===== config.mk =====
export PLATFORM = sky130hd
export DESIGN_NAME = txq_irq_moderator
export DESIGN_NICKNAME = d
export VERILOG_FILES = /design/src/rtl/irqmod_pkg.sv /design/src/rtl/irqmod_band_sel.sv /design/src/rtl/irqmod_util_trig.sv /design/src/rtl/irqmod_interval_tmr.sv /design/src/rtl/txq_irq_moderator.sv
export SDC_FILE = /design/constraint.sdc
export NUM_CORES = 1
export LEC_CHECK = 0
export CAP_MARGIN = 20
export CORE_MARGIN = 2
export CORE_UTILIZATION = 65
export CTS_BUF_LIST = sky130_fd_sc_hd__clkbuf_8 sky130_fd_sc_hd__clkbuf_16
export CTS_CLUSTER_DIAMETER = 30
export CTS_CLUSTER_SIZE = 20
export DETAILED_ROUTE_END_ITERATION = 16
export DONT_BUFFER_PORTS = 1
export PLACE_DENSITY_LB_ADDON = 0.05
export SYNTH_ARGS = -nofsm -noshare
export SYNTH_HDL_FRONTEND = slang
export SYNTH_HIERARCHICAL = 1
export SYNTH_SLANG_ARGS = --single-unit
export TNS_END_PERCENT = 50

===== constraint.sdc =====
create_clock -name clk_i -period 14.2 [get_ports clk_i]
set_clock_uncertainty 0.1 [all_clocks]
set_input_delay 2.84 -clock clk_i [delete_from_list [all_inputs] [get_ports clk_i]]
set_output_delay 2.84 -clock clk_i [all_outputs]
set_load 0.05 [all_outputs]

===== src/rtl/irqmod_pkg.sv =====
`timescale 1ns/1ps
package irqmod_pkg;
    localparam int PCT_W     = 7;
    localparam int CNT_W     = 16;
    localparam int TMR_W     = 16;
    localparam int NUM_LIM   = 3;
    localparam int NUM_BANDS = NUM_LIM + 1;
    localparam int BAND_W    = $clog2(NUM_BANDS);

    typedef enum logic [1:0] {
        BAND_A = 2'd0,
        BAND_B = 2'd1,
        BAND_C = 2'd2,
        BAND_D = 2'd3
    } band_e;
endpackage


===== src/rtl/irqmod_band_sel.sv =====
`timescale 1ns/1ps
module irqmod_band_sel #(
    parameter int PCT_W   = 7,
    parameter int NUM_LIM = 3,
    parameter int BAND_W  = $clog2(NUM_LIM + 1)
) (
    input  logic [PCT_W-1:0]         util_i,
    input  logic [NUM_LIM*PCT_W-1:0] lim_i,
    output logic [BAND_W-1:0]        band_o
);
    logic [NUM_LIM-1:0] at_or_below;

    for (genvar g = 0; g < NUM_LIM; g++) begin : g_cmp
        assign at_or_below[g] = (util_i <= lim_i[g*PCT_W +: PCT_W]);
    end

    // lowest matching band wins; none matching selects the top band
    always_comb begin
        band_o = BAND_W'(NUM_LIM);
        for (int i = NUM_LIM - 1; i >= 0; i--) begin
            if (at_or_below[i]) band_o = BAND_W'(i);
        end
    end
endmodule


===== src/rtl/irqmod_util_trig.sv =====
`timescale 1ns/1ps
module irqmod_util_trig #(
    parameter int CNT_W     = 16,
    parameter int NUM_BANDS = 4,
    parameter int BAND_W    = $clog2(NUM_BANDS)
) (
    input  logic                       clk_i,
    input  logic                       rst_ni,
    input  logic                       en_i,
    input  logic                       frame_i,
    input  logic [BAND_W-1:0]          band_sel_i,
    input  logic [NUM_BANDS*CNT_W-1:0] thr_i,
    output logic                       fire_d_o,
    output logic                       irq_o,
    output logic [BAND_W-1:0]          band_o
);
    typedef struct packed {
        logic [CNT_W-1:0]  cnt;
        logic [BAND_W-1:0] band;
        logic              irq;
    } util_st_t;

    util_st_t st_d, st_q;
    logic [CNT_W-1:0] thr_arr [NUM_BANDS];
    logic [CNT_W-1:0] thr_sel;
    logic [CNT_W-1:0] cnt_inc;

    for (genvar g = 0; g < NUM_BANDS; g++) begin : g_thr
        assign thr_arr[g] = thr_i[g*CNT_W +: CNT_W];
    end

    always_comb begin
        thr_sel = thr_arr[band_sel_i];
        cnt_inc = (st_q.cnt == '1) ? st_q.cnt : st_q.cnt + 1'b1;
        st_d     = st_q;
        st_d.irq = 1'b0;
        if (!en_i) begin
            st_d.cnt = '0;
        end else if (frame_i) begin
            st_d.band = band_sel_i;
            if (cnt_inc >= thr_sel) begin
                st_d.irq = 1'b1;
                st_d.cnt = '0;
            end else begin
                st_d.cnt = cnt_inc;
            end
        end
    end

    always_ff @(posedge clk_i or negedge rst_ni) begin
        if (!rst_ni) st_q <= '0;
        else         st_q <= st_d;
    end

    assign fire_d_o = st_d.irq;
    assign irq_o    = st_q.irq;
    assign band_o   = st_q.band;
endmodule


===== src/rtl/irqmod_interval_tmr.sv =====
`timescale 1ns/1ps
module irqmod_interval_tmr #(
    parameter int TMR_W = 16
) (
    input  logic             clk_i,
    input  logic             rst_ni,
    input  logic             en_i,
    input  logic             tick_i,
    input  logic             frame_i,
    input  logic [TMR_W-1:0] interval_i,
    input  logic             cont_i,
    input  logic             ac_i,
    input  logic             cancel_i,
    output logic             irq_o
);
    typedef struct packed {
        logic [TMR_W-1:0] cnt;
        logic             seen;
        logic             irq;
    } tmr_st_t;

    tmr_st_t st_d, st_q;
    logic    expire;

    always_comb begin
        expire    = ({1'b0, st_q.cnt} + 1'b1) >= {1'b0, interval_i};
        st_d      = st_q;
        st_d.irq  = 1'b0;
        st_d.seen = st_q.seen | frame_i;
        if (!en_i || interval_i == '0) begin
            st_d.cnt  = '0;
            st_d.seen = 1'b0;
        end else if (ac_i && cancel_i) begin
            st_d.cnt = '0;
        end else if (tick_i) begin
            if (expire) begin
                st_d.cnt  = '0;
                st_d.irq  = cont_i | st_q.seen | frame_i;
                st_d.seen = 1'b0;
            end else begin
                st_d.cnt = st_q.cnt + 1'b1;
            end
        end
    end

    always_ff @(posedge clk_i or negedge rst_ni) begin
        if (!rst_ni) st_q <= '0;
        else         st_q <= st_d;
    end

    assign irq_o = st_q.irq;
endmodule


===== src/rtl/txq_irq_moderator.sv =====
`timescale 1ns/1ps
module txq_irq_moderator
    import irqmod_pkg::*;
#(
    parameter int P_PCT_W = PCT_W,
    parameter int P_CNT_W = CNT_W,
    parameter int P_TMR_W = TMR_W,
    parameter int P_NLIM  = NUM_LIM,
    localparam int LBANDS = P_NLIM + 1,
    localparam int LBW    = $clog2(LBANDS)
) (
    input  logic                      clk_i,
    input  logic                      rst_ni,
    input  logic                      en_i,
    input  logic                      frame_i,
    input  logic [P_PCT_W-1:0]        util_pct_i,
    input  logic                      us_tick_i,
    input  logic [P_NLIM*P_PCT_W-1:0] lim_i,
    input  logic [LBANDS*P_CNT_W-1:0] thr_i,
    input  logic [P_TMR_W-1:0]        interval_i,
    input  logic                      cont_en_i,
    input  logic                      ac_en_i,
    output logic                      util_irq_o,
    output logic                      tmr_irq_o,
    output logic [LBW-1:0]            band_o
);
    logic [LBW-1:0] band_now;
    logic           util_fire_d;

    irqmod_band_sel #(.PCT_W(P_PCT_W), .NUM_LIM(P_NLIM), .BAND_W(LBW)) u_band (
        .util_i (util_pct_i),
        .lim_i  (lim_i),
        .band_o (band_now)
    );

    irqmod_util_trig #(.CNT_W(P_CNT_W), .NUM_BANDS(LBANDS), .BAND_W(LBW)) u_util (
        .clk_i      (clk_i),
        .rst_ni     (rst_ni),
        .en_i       (en_i),
        .frame_i    (frame_i),
        .band_sel_i (band_now),
        .thr_i      (thr_i),
        .fire_d_o   (util_fire_d),
        .irq_o      (util_irq_o),
        .band_o     (band_o)
    );

    irqmod_interval_tmr #(.TMR_W(P_TMR_W)) u_tmr (
        .clk_i      (clk_i),
        .rst_ni     (rst_ni),
        .en_i       (en_i),
        .tick_i     (us_tick_i),
        .frame_i    (frame_i),
        .interval_i (interval_i),
        .cont_i     (cont_en_i),
        .ac_i       (ac_en_i),
        .cancel_i   (util_fire_d),
        .irq_o      (tmr_irq_o)
    );
endmodule


### After elaboration in Yosys (flattened, before gate mapping)

Index checks and enable logic that the tools add are counted.

* register bits: 37
* input bits: 115
* output and inout bits: 4
* word-level logic and storage cells: 46

* add/sub/neg operators: 3
* $lt $le $gt $ge: 6
* equality and inequality tests: 2
* mux-type cells: 19
* bitwise gates (word level): 4
* reductions and logical operators: 6

Operator list (number)
* 16-bit 2-to-1 mux: 7
* 16-bit by 1-bit adder with 16-bit output, second input constant: 2
* 16-bit binary-select mux with 2-bit select: 1
* 7-bit less-or-equal comparator: 3
* 19-bit 2-to-1 mux: 1
* 18-bit 2-to-1 mux: 1
* 16-bit by 1-bit adder with 17-bit output, second input constant: 1
* 17-bit by 16-bit greater-or-equal comparator with 1-bit output: 1
* 17-bit 2-to-1 mux: 1
* 16-bit equality test, second input constant: 1
* 16-bit greater-or-equal comparator: 1
* 16-bit zero test: 1
* 2-bit 2-to-1 mux: 4
* 1-bit 2-to-1 mux: 4
* 3-bit greater-or-equal comparator, second input constant: 1
* 2-bit NOT with 3-bit output: 1
* 1-bit OR: 3
* 3-bit nonzero test: 1
* 2-bit by 1-bit != test with 1-bit output, second input constant: 1
* 2-bit AND reduction: 1
* 1-bit logical AND: 1
* 1-bit zero test: 1
* 1-bit logical OR: 1

### Logic depth before layout (Yosys ltp)

Gate-level depths: netlist (run 1).

* depth after elaboration: 15
* mapped depth: 23
* depth with buffers taken out: 19

### By module

Netlist (run 1), hierarchy kept.

Modules (own cells, without submodules)
* irqmod_util_trig: instances 1, cells each 225, area each 2120.8 µm², sequential area each 475.5 µm²
* irqmod_interval_tmr: instances 1, cells each 164, area each 1457.6 µm², sequential area each 450.4 µm²
* irqmod_band_sel: instances 1, cells each 72, area each 515.5 µm², sequential area each 0.0 µm²

### Worst setup path before layout (run 1)

OpenSTA, ideal clock, no wires.

* path type: input port to flip-flop
* start: in lim_i[11]
* end: reg u_tmr/st_q[10] (netlist bit)
* setup time: 82 ps
* arrival: 7562 ps
* data required time: 14018 ps
* slack: 6456 ps
* stages: 22
* buffers on the path: 4
* cells stage by stage: inv_1 -> ha_1 -> a211oi_1 -> nor2_1 -> nor3_2 -> nor2_1 -> a21oi_1 -> clkbuf_1 -> buf_2 -> mux4_2 -> ha_1 -> nand2b_1 -> a2111oi_0 -> o32a_1 -> clkbuf_1 -> a21oi_1 -> a21boi_0 -> nand2_1 -> nor4_4 -> buf_6 -> nand3_2 -> a31oi_1

* cells in the longest elaborated chain, start to end: 14
* elaborated cells on any way between the ends: 15
* those cells by class: order compare (2); mux (10); bitwise (1); reduce/logical (2)

RTL lines
* from (decl): RTL line txq_irq_moderator.sv:18 `input logic [P_NLIM*P_PCT_W-1:0] lim_i,`
* 7-bit less-or-equal comparator (*): RTL line irqmod_band_sel.sv:14 `assign at_or_below[g] = (util_i <= lim_i[g*PCT_W +: PCT_W]);`
* 2-bit 2-to-1 mux (*) (2 in series): RTL line irqmod_band_sel.sv:21 `if (at_or_below[i]) band_o = BAND_W'(i);`
* net band_now[0]: RTL line txq_irq_moderator.sv:27 `logic [LBW-1:0] band_now;`
* 2-bit NOT with 3-bit output (implied by the code) (*): RTL line irqmod_util_trig.sv:33 `thr_sel = thr_arr[band_sel_i];`
* 16-bit binary-select mux with 2-bit select (*): RTL line irqmod_util_trig.sv:33
* 16-bit 2-to-1 mux (implied by the code) (*) (2 in series): RTL line irqmod_util_trig.sv:33
* 16-bit greater-or-equal comparator (*): RTL line irqmod_util_trig.sv:41 `if (cnt_inc >= thr_sel) begin`
* 1-bit 2-to-1 mux (*): RTL line irqmod_util_trig.sv:41
* 19-bit 2-to-1 mux (*): RTL line irqmod_util_trig.sv:39 `end else if (frame_i) begin`
* 1-bit 2-to-1 mux (*): RTL line irqmod_util_trig.sv:37 `if (!en_i) begin`
* net util_fire_d: RTL line txq_irq_moderator.sv:28 `logic util_fire_d;`
* 1-bit logical AND (*): RTL line irqmod_interval_tmr.sv:33 `end else if (ac_i && cancel_i) begin`
* 16-bit 2-to-1 mux: RTL line irqmod_interval_tmr.sv:33
* 17-bit 2-to-1 mux: RTL line irqmod_interval_tmr.sv:30 `if (!en_i || interval_i == '0) begin`
* to (signal assigned): RTL line irqmod_interval_tmr.sv:48 `else st_q <= st_d;`
* to (decl): RTL line irqmod_interval_tmr.sv:22 `tmr_st_t st_d, st_q;`

The timed path passes the listed nets; every way through them passes the cells marked *. The select of a mux whose other input is x is not followed.
A chain may end at the register's enable or synchronous reset.

### Final worst setup path (run 1)

* start: in lim_i[11]
* end: reg u_tmr/st_q[5] (netlist bit)

Same word-level chain as after synthesis.

==> results of run 1 <==
sequential cells by signal, summed over array words and instances, names as in the netlist:
register / count
u_tmr/irq_o: 1
u_tmr/st_q: 17
u_util/band_o: 2
u_util/irq_o: 1
u_util/st_q: 16
path summary, 6_finish.rpt:
check / startpoint / endpoint / slack, ps / depth (start not counted)
worst min-delay path: u_tmr/st_q[15]$_DFFE_PN0P_ / u_tmr/st_q[15]$_DFFE_PN0P_ / 440 / 1
min in group asynchronous: rst_ni / u_tmr/st_q[14]$_DFFE_PN0P_ / 2140 / 0
max in group asynchronous: rst_ni / u_util/st_q[7]$_DFFE_PN0P_ / 11770 / 0
worst min register to register: u_tmr/st_q[15]$_DFFE_PN0P_ / u_tmr/st_q[15]$_DFFE_PN0P_ / 440 / 1
worst max-delay path: lim_i[11] / u_tmr/st_q[5]$_DFFE_PN0P_ / 6230 / 19
worst max register to register: u_util/st_q[3]$_DFFE_PN0P_ / u_tmr/st_q[5]$_DFFE_PN0P_ / 8720 / 15
area by class of cell:
class | count | area [µm²] | share of cell area, %
clock buffers | 5 | 68.8 | 1.63
clock inverters | 3 | 13.8 | 0.327
inverters | 58 | 218 | 5.17
multi-input cells | 344 | 2850 | 67.8
flip-flops and latches | 37 | 926 | 22.0
well taps | 75 | 93.8 | 2.23
repair buffers | 5 | 37.5 | 0.892
synthesized netlist by cell type (5+ instances only):
cell and n:
inv_1 58, ha_1 55, nand2_1 38, dfrtp_1 37, a21oi_1 24, nand3_1 20
mux4_2 16, nor2_1 15, a31oi_1 14, and3_1 13, nand4_1 12, xnor2_1 12
a32o_1 11, clkbuf_1 11, xor2_1 9, a211oi_1 7, a41oi_1 7, buf_2 7
o21ai_0 7, o22ai_1 7, nor3_1 5, nor4_1 5, o21ai_1 5
critical path: cells and delay by family:
kind	cells	cell delay (ps)
AOI/OAI and AO/OA	7	2210
and+or+nand+nor	7	1570
buffers and inverters	2	330
muxes	1	550
adders and majority gates	2	580
cells by family (layout without fill, tap and decap cells):
kind of cell	count (synthesis)	after routing
multiplexers	18	18
XOR/XNOR	21	21
adder cells (fa/ha/maj)	55	55
AND/OR/NAND/NOR	140	140
AO/OA/AOI/OAI	110	110
buffers and inverters	80	71
flip-flops	37	37
where the power goes:
| part | total, µW | internal [µW] | switching [µW] |
|---|---|---|---|
| Clock | 69.9 | 33.3 | 36.6 |
| Sequential | 123 | 110 | 12.4 |
| Combinational | 85.9 | 42.6 | 43.3 |
| Total | 278 | 186 | 92.3 |
stage by stage:
| step | utilization (%) | worst slack, ps | power, µW | cells | area [µm²] |
|---|---|---|---|---|---|
| global placement | 68.9 | 6150 | 207 | 519 | 4130 |
| finish | 70.3 | 6230 | 278 | 527 | 4210 |
| detailed placement | 68.9 | 5970 | 210 | 519 | 4130 |
| global route | 70.3 | 5700 | 298 | 527 | 4210 |
| floorplan | - | 6460 | 195 | 461 | 4090 |
| CTS | 70.3 | 6280 | 281 | 527 | 4210 |
metal layers:
layer | track usage, % | part of all wire (%)
met5 | 0 | 0
met1 | 37.7 | 43
met3 | 6.06 | 7.3
met2 | 44.6 | 48
met4 | 8.35 | 1.7
==> metrics.yaml, run 1 <==
final_cell_mix: "inv_1 (59), ha_1 (55), nand2_1 (38)"
ir_drop_mv: 0.0565
syn_inst: 461
ys_seq_elements: 37
path_clk_slew_ps: 70
max_slew_margin_pct: 34.2
drc_errors: 0
max_stage_delay_ps: 780
die_h_um: 83.4
async_reset_ff_share_pct: 100
critPathArrivalTime_ps: 8090
setup_violations: 0
synth.distinct_cells: 60
drt-total-wl_um: 9450
insertion_delay_ps: 290
num_antenna_cells: 0
hpwl_um: 7700
cts_sinks: 37
worstMarginPinSlew_ps: 980
fin_crit_ps: 7970
tns_ps: 0
antenna_left: 0
synth-seq-area-share_pct: 22.6
syn_area_per_cell_um2: 8.88
num_rows: 28
synth.mux.area_fraction_pct: 9.32
cp-end-kind: "register"
synth_top_family_by_area: "compound AO/OA/AOI/OAI gates"
outcome: "complete, no violations"
hold_buffers: 0
yosys-top-cells-area: "dfrtp_1 (23%), ha_1 (17%), mux4_2 (8.8%)"
worst-path-max-fanout: 23
startpoint_type: "primary input"
synth-edff-count: 0
synth_compound_area_share_pct: 19.4
antenna_found_initial: 0
path_class: "in2reg"
post_cts_buffers: 0
drive_above_1_share_pct: 10.4
fillers: 463
cts_resized: 0
final_common_cell: "inv_1"
first_pass_iters: 4
cts_tree: "done"
synth_area_mm2: 0.00409
timing.hold.ws_ps: 441
pin_count: 119
ys.flop_type: "dfrtp_1"
power_density_mw_per_mm2: 66.1
grt_pass1_vias: 3399
grt_max_degree: 38
synth_top_area_share_pct: 22.6
routed_via_density: 6.62
htree_num_levels: 2
fmax_mhz: 125
min_path_type: "reg2reg"
wl_per_cell_um: 17.9
io_buffers: 0
drt_iter0_drc: 236
track_usage_pct: 27.8
die_area_mm2: 0.00695
syn2layout_area_growth_pct: 2.84
synth-simple-area-share_pct: 19.3
synth_xor_area_share_pct: 4.49
grt_pass1_wl_um: 15800
cp_slowest_cell: "o32a_1"
synth_top_area_cell: "dfrtp_1"
fin_crit_sh_pct: 56.1
required_ps: 14320
vias: 3491
path_cells: "inv_1 > ha_1 > a211oi_1 > nor2_1 > nor3_2 > nor2_1 > a21oi_2 > buf_4 > mux4_2 > ha_1 > nand2b_1 > a2111oi_0 > o32a_1 > a21oi_1 > a21boi_0 > nand2_1 > nor4_4 > nand2_1 > o22ai_1"
coreArea_mm2: 0.00599
grt_setup_unrepaired: "no"
cts_buffer_depth: 2
yosysWarnings: 6
cts_buffers: 5
hold_viol: 0
maxCapViolations: 0
floorplan.initialDensity_pct: 68.3
nets: 621
slew_viol_final: 0
place.gp.congestion: 0.910
clockRootBuffer: "clkbuf_8"
power_leakage_uw: 0.00206
synth-adder-area-share_pct: 16.8
die_w_um: 83.4
syn-num-nets: 631
overflow: 0
Power figures use the tool's default switching activity.
==> inputs of run 2 (changes only) <==
Clock period 14.2 ns to 7.4 ns, I/O delays scaled along.
==> metrics.yaml, run 2 (synthesis gave the netlist of run 1 again) <==
outcome: "complete, no violations"
cts_resized: 0  # unchanged
coreArea_mm2: 0.00599  # unchanged
cts_tree: "done"
vias: 3573  # +2.3%
setup_violations: 0  # unchanged
largest_register: "u_tmr/st_q"
required_ps: 7510  # -6810 ps
fin_crit_ps: 5990
pin_count: 119  # unchanged
hold_viol: 0  # unchanged
path_cells: "inv_1 > ha_1 > a211oi_1 > nor2_1 > nor3_2 > nor2_1 > a21oi_2 > buf_4 > mux4_2 > ha_1 > nand2b_1 > a2111oi_0 > o32a_1 > buf_4 > a21oi_1 > a21boi_0 > nand2_1 > nor4_4 > buf_4 > a31oi_1 > o22ai_1"
max_stage_delay_ps: 560  # -220 ps
crit_family: "compound AO/OA/AOI/OAI gates"
first_pass_iters: 5  # +1
final_common_cell: "inv_1"
grt_setup_unrepaired: "no"
worst-path-buf-inv: 4  # +2
reg2reg_depth: 17  # +2
cts_buffers: 5  # unchanged
slew_viol_final: 0  # unchanged
fin_crit_sh_pct: 80.9
io_buffers: 0  # unchanged
drt_iter0_drc: 369  # +56%
grt_max_degree: 38  # unchanged
power_density_mw_per_mm2: 130  # +96%
path_clk_slew_ps: 70  # about the same
cts_buffer_depth: 2  # unchanged
clockRootBuffer: "clkbuf_8"
grt_pass1_vias: 3569  # +5.0%
startpoint: "lim_i[11]"
setup_ws_ps: 1410  # -4810 ps
cp_slowest_cell: "mux4_2"
regToRegSetupSlack_ps: 2460  # -6260 ps
final_cell_mix: "inv_1 (59), ha_1 (55), nand2_1 (38)"
antenna_found_initial: 0  # unchanged
power_leakage_uw: 0.00206  # +0.42%
ir_drop_mv: 0.136  # +140%
endpoint: "u_tmr/st_q[5]$_DFFE_PN0P_"
path_depth: 21  # +2
insertion_delay_ps: 300  # about the same
startpoint_type: "primary input"
path_class: "in2reg"
track_usage_pct: 29.6  # +1.8 points
fmax_mhz: 167
critPathArrivalTime_ps: 6100  # -1990 ps
drt-total-wl_um: 9840  # +4.2%
fin_cells: 528  # +0.19%
crit_top_cell: "buf_4"
min_path_type: "reg2reg"
worstMarginPinSlew_ps: 873  # -106 ps
r2r-end: "u_tmr/st_q[5]$_DFFE_PN0P_"
post_cts_buffers: 0  # unchanged
die_h_um: 83.4  # unchanged
floorplan.initialDensity_pct: 68.3  # unchanged
placed_cells: 521  # +0.39%
drc_errors: 0  # unchanged
routed_via_density: 6.77  # +2.2%
die_area_mm2: 0.00695  # unchanged
place_area_mm2: 0.00414  # +0.36%
cp-end-kind: "register"
dp_slack_ps: 1150  # -4820 ps
wl_per_cell_um: 18.6  # +4.0%
nets: 623  # +0.32%
tns_ps: 0  # unchanged
grt_pass1_wl_um: 16900  # +6.5%
regToRegStartpoint: "u_util/st_q[3]$_DFFE_PN0P_"
p_total_uw: 548  # +97%
overflow: 0  # unchanged
die_w_um: 83.4  # unchanged
largest_register_ffs: 17  # unchanged
hpwl_um: 7830  # +1.7%
place.gp.congestion: 0.910  # unchanged
hold_buffers: 0  # unchanged
htree_num_levels: 2  # unchanged
cts_sinks: 37  # unchanged
maxCapViolations: 0  # unchanged
num_rows: 28  # unchanged
fillers: 481  # +3.9%
syn2layout_area_growth_pct: 3.30
drive_above_1_share_pct: 10.6  # +0.20 points
antenna_left: 0  # unchanged
num_antenna_cells: 0  # unchanged
worst-path-max-fanout: 23  # unchanged
fin_area_mm2: 0.00423  # +0.45%
max_slew_margin_pct: 41.6  # +7.5 points
-- run 2: changes by cell type in the layout (fill, tap and decap cells not counted), sizes merged --
cell | before | now
buf | 5 | 7
clkbuf | 5 | 6
clkinv | 2 | 0
-- run 2: through the flow --
step / util (%) / hold slack (ps)
global placement: 69.2 / 405
floorplan: - / 347
global route: 70.6 / 456
finish: 70.6 / 428
detailed placement: 69.2 / 420
CTS: 70.6 / 435
-- run 2: power breakdown --
part | internal (µW) | switching, µW
clock | 72.6 | 71.6
sequential | 212 | 25.3
combinational | 81.9 | 85.2
-- run 2: area by class of cell --
type                       count  area [µm²]  area share, %
multi-input combinational    344        2850           67.5
timing repair buffer           7        52.6           1.24
sequential                    37         926           21.9
tap                           75        93.8           2.22
clock buffer                   6        82.6           1.95
inverter                      58         218           5.15
clock inverter                 1        3.75         0.0888
-- run 2: how the worst min path moves through the flow --
stage          cells past startpoint                           end  slack (ps)                    startpoint
2_1_floorplan                      2  u_util/band_o[0]$_DFFE_PN0P_         350  u_util/band_o[0]$_DFFE_PN0P_
3_3_place_gp                       1     u_tmr/st_q[3]$_DFFE_PN0P_         400     u_tmr/st_q[3]$_DFFE_PN0P_
6_report                           1     u_tmr/st_q[3]$_DFFE_PN0P_         430     u_tmr/st_q[3]$_DFFE_PN0P_
5_1_grt                            1    u_tmr/st_q[16]$_DFFE_PN0P_         460    u_tmr/st_q[16]$_DFFE_PN0P_
3_5_place_dp                       1     u_tmr/st_q[3]$_DFFE_PN0P_         420     u_tmr/st_q[3]$_DFFE_PN0P_
4_1_cts                            1     u_tmr/st_q[3]$_DFFE_PN0P_         440     u_tmr/st_q[3]$_DFFE_PN0P_
-- run 2: per-layer routing --
| layer | part of all wire, % | global-route usage (%) |
|---|---|---|
| met1 | 43 | 40.3 |
| met5 | 0 | 0 |
| met2 | 49 | 49.9 |
| met4 | 1.5 | 7.75 |
| met3 | 6.0 | 3.88 |
==> inputs of run 3 (changes only) <==
Clock period 7.4 ns to 5.6 ns, I/O delays scaled along.
==> metrics.yaml, run 3 (synthesis gave the netlist of run 1 again) <==
cts_buffers: 5  # unchanged
drt_iter0_drc: 301  # -18%
floorplan.initialDensity_pct: 68.3  # unchanged
cts_sinks: 37  # unchanged
antenna_left: 0  # unchanged
largest_register: "u_tmr/st_q"
fin_crit_sh_pct: 93.7
routed_via_density: 6.73  # -0.61%
required_ps: 5710  # -1800 ps
reg2reg_depth: 14  # -3
power_density_mw_per_mm2: 175  # +35%
grt_max_degree: 38  # unchanged
syn2layout_area_growth_pct: 4.37
pin_count: 119  # unchanged
place_area_mm2: 0.00417  # +0.60%
hold_buffers: 0  # unchanged
final_cell_mix: "inv_1 (58), ha_1 (55), nand2_1 (38)"
cts_buffer_depth: 2  # unchanged
antenna_found_initial: 0  # unchanged
nets: 623  # unchanged
grt_setup_unrepaired: "no"
largest_register_ffs: 17  # unchanged
vias: 3558  # -0.42%
setup_violations: 0  # unchanged
hpwl_um: 7680  # -1.9%
setup_ws_ps: 354  # -1060 ps
num_rows: 28  # unchanged
htree_num_levels: 2  # unchanged
final_common_cell: "inv_1"
clockRootBuffer: "clkbuf_8"
slew_viol_final: 0  # unchanged
drt-total-wl_um: 9630  # -2.2%
r2r-end: "u_tmr/st_q[5]$_DFFE_PN0P_"
drive_above_1_share_pct: 11.2  # +0.64 points
min_path_type: "in2async"
dp_slack_ps: 8.96  # -1140 ps
ir_drop_mv: 0.216  # +59%
tns_ps: 0  # unchanged
timing.hold.ws_ps: 416  # -12.1 ps
track_usage_pct: 28.4  # -1.2 points
first_pass_iters: 5  # unchanged
grt_pass1_vias: 3484  # -2.4%
fin_crit_ps: 5250
cp-end-kind: "register"
wl_per_cell_um: 18.2  # -2.3%
regToRegSetupSlack_ps: 910  # -1550 ps
drc_errors: 0  # unchanged
die_h_um: 83.4  # unchanged
path_clk_slew_ps: 70  # about the same
place.gp.congestion: 0.898  # -1.3%
outcome: "complete, no violations"
grt_pass1_wl_um: 16000  # -5.0%
startpoint_type: "primary input"
path_class: "in2reg"
critPathArrivalTime_ps: 5360  # -740 ps
num_antenna_cells: 0  # unchanged
insertion_delay_ps: 290  # about the same
die_area_mm2: 0.00695  # unchanged
fin_area_mm2: 0.00427  # +1.0%
overflow: 0  # unchanged
cts_tree: "done"
maxCapViolations: 0  # unchanged
hold_viol: 0  # unchanged
coreArea_mm2: 0.00599  # unchanged
fin_cells: 529  # +0.19%
power_leakage_uw: 0.00208  # +0.61%
placed_cells: 521  # unchanged
worst-path-max-fanout: 18  # -22%
die_w_um: 83.4  # unchanged
fillers: 469  # -2.5%
worstMarginPinSlew_ps: 954  # +80.8 ps
fmax_mhz: 191
io_buffers: 0  # unchanged
max_slew_margin_pct: 36.3  # -5.4 points
regToRegStartpoint: "u_util/st_q[3]$_DFFE_PN0P_"
==> run 3: cell count changes in the layout (fill, tap and decap cells not counted), sizes merged <==
cell,change
clkbuf,+1
clkinv,+1
inv,-1
==> run 3: metrics by stage <==
step                      util, %  power, µW
after CTS                    71.3        748
after global placement       69.6        530
after detailed placement     69.6        541
after floorplan                 -        498
final                        71.3        748
after global routing         71.3        791
==> run 3: timing repair <==
action                                 CTS  global route
gates resized for setup                  0             1
buffers inserted                         0             0
endpoints found under the hold margin    0             0
setup endpoints to repair                0            12
==> run 3: cell type report <==
class,count,area [µm²],area share (%)
multi-input combinational,344,2860,66.9
clock buffer,7,96.3,2.25
sequential,37,926,21.7
clock inverter,1,5.00,0.117
tap,75,93.8,2.20
inverter,58,218,5.10
timing repair buffer,7,77.6,1.82
==> run 3: how the worst max path moves through the flow <==
| stage | cells after the start | start | endpoint |
|---|---|---|---|
| 2_1_floorplan | 22 | lim_i[11] | u_tmr/st_q[10]$_DFFE_PN0P_ |
| 3_3_place_gp | 19 | lim_i[11] | u_tmr/st_q[5]$_DFFE_PN0P_ |
| 3_5_place_dp | 19 | lim_i[16] | u_tmr/st_q[5]$_DFFE_PN0P_ |
| 4_1_cts | 19 | lim_i[16] | u_tmr/st_q[5]$_DFFE_PN0P_ |
| 5_1_grt | 20 | lim_i[11] | u_tmr/st_q[10]$_DFFE_PN0P_ |
| 6_report | 20 | lim_i[11] | u_tmr/st_q[10]$_DFFE_PN0P_ |
==> run 3: critical path, stage by stage <==
cell and delay (ps):
inv_1 20, ha_1 300, a211oi_1 260, nor2_1 90
nor3_2 160, nor2_1 80, a21oi_2 180, buf_12 200
mux4_2 510, ha_1 280, nand2b_1 150, a2111oi_0 520
o32a_1 260, a21oi_2 110, a21boi_1 180, nand2_1 130
nor4_4 350, buf_12 190, a31oi_1 100, a31oi_1 160
==> run 3: routing by layer <==
layer | vias to the layer above | wire, µm | GRT usage (%)
li1 | 1710 | - | -
met1 | 1667 | 4190 | 38.1
met2 | 169 | 4540 | 46.4
met3 | 12 | 784 | 6.36
met4 | 0 | 115 | 7.30
met5 | - | 0 | 0
==> run 3: where the power goes <==
group | leakage [µW] | switching [µW] | total [µW] | internal (µW)
clock network | 0.0000542 | 96.5 | 208 | 111
registers | 0.000510 | 32.8 | 312 | 279
logic | 0.00151 | 114 | 228 | 114
total | 0.00208 | 244 | 748 | 504
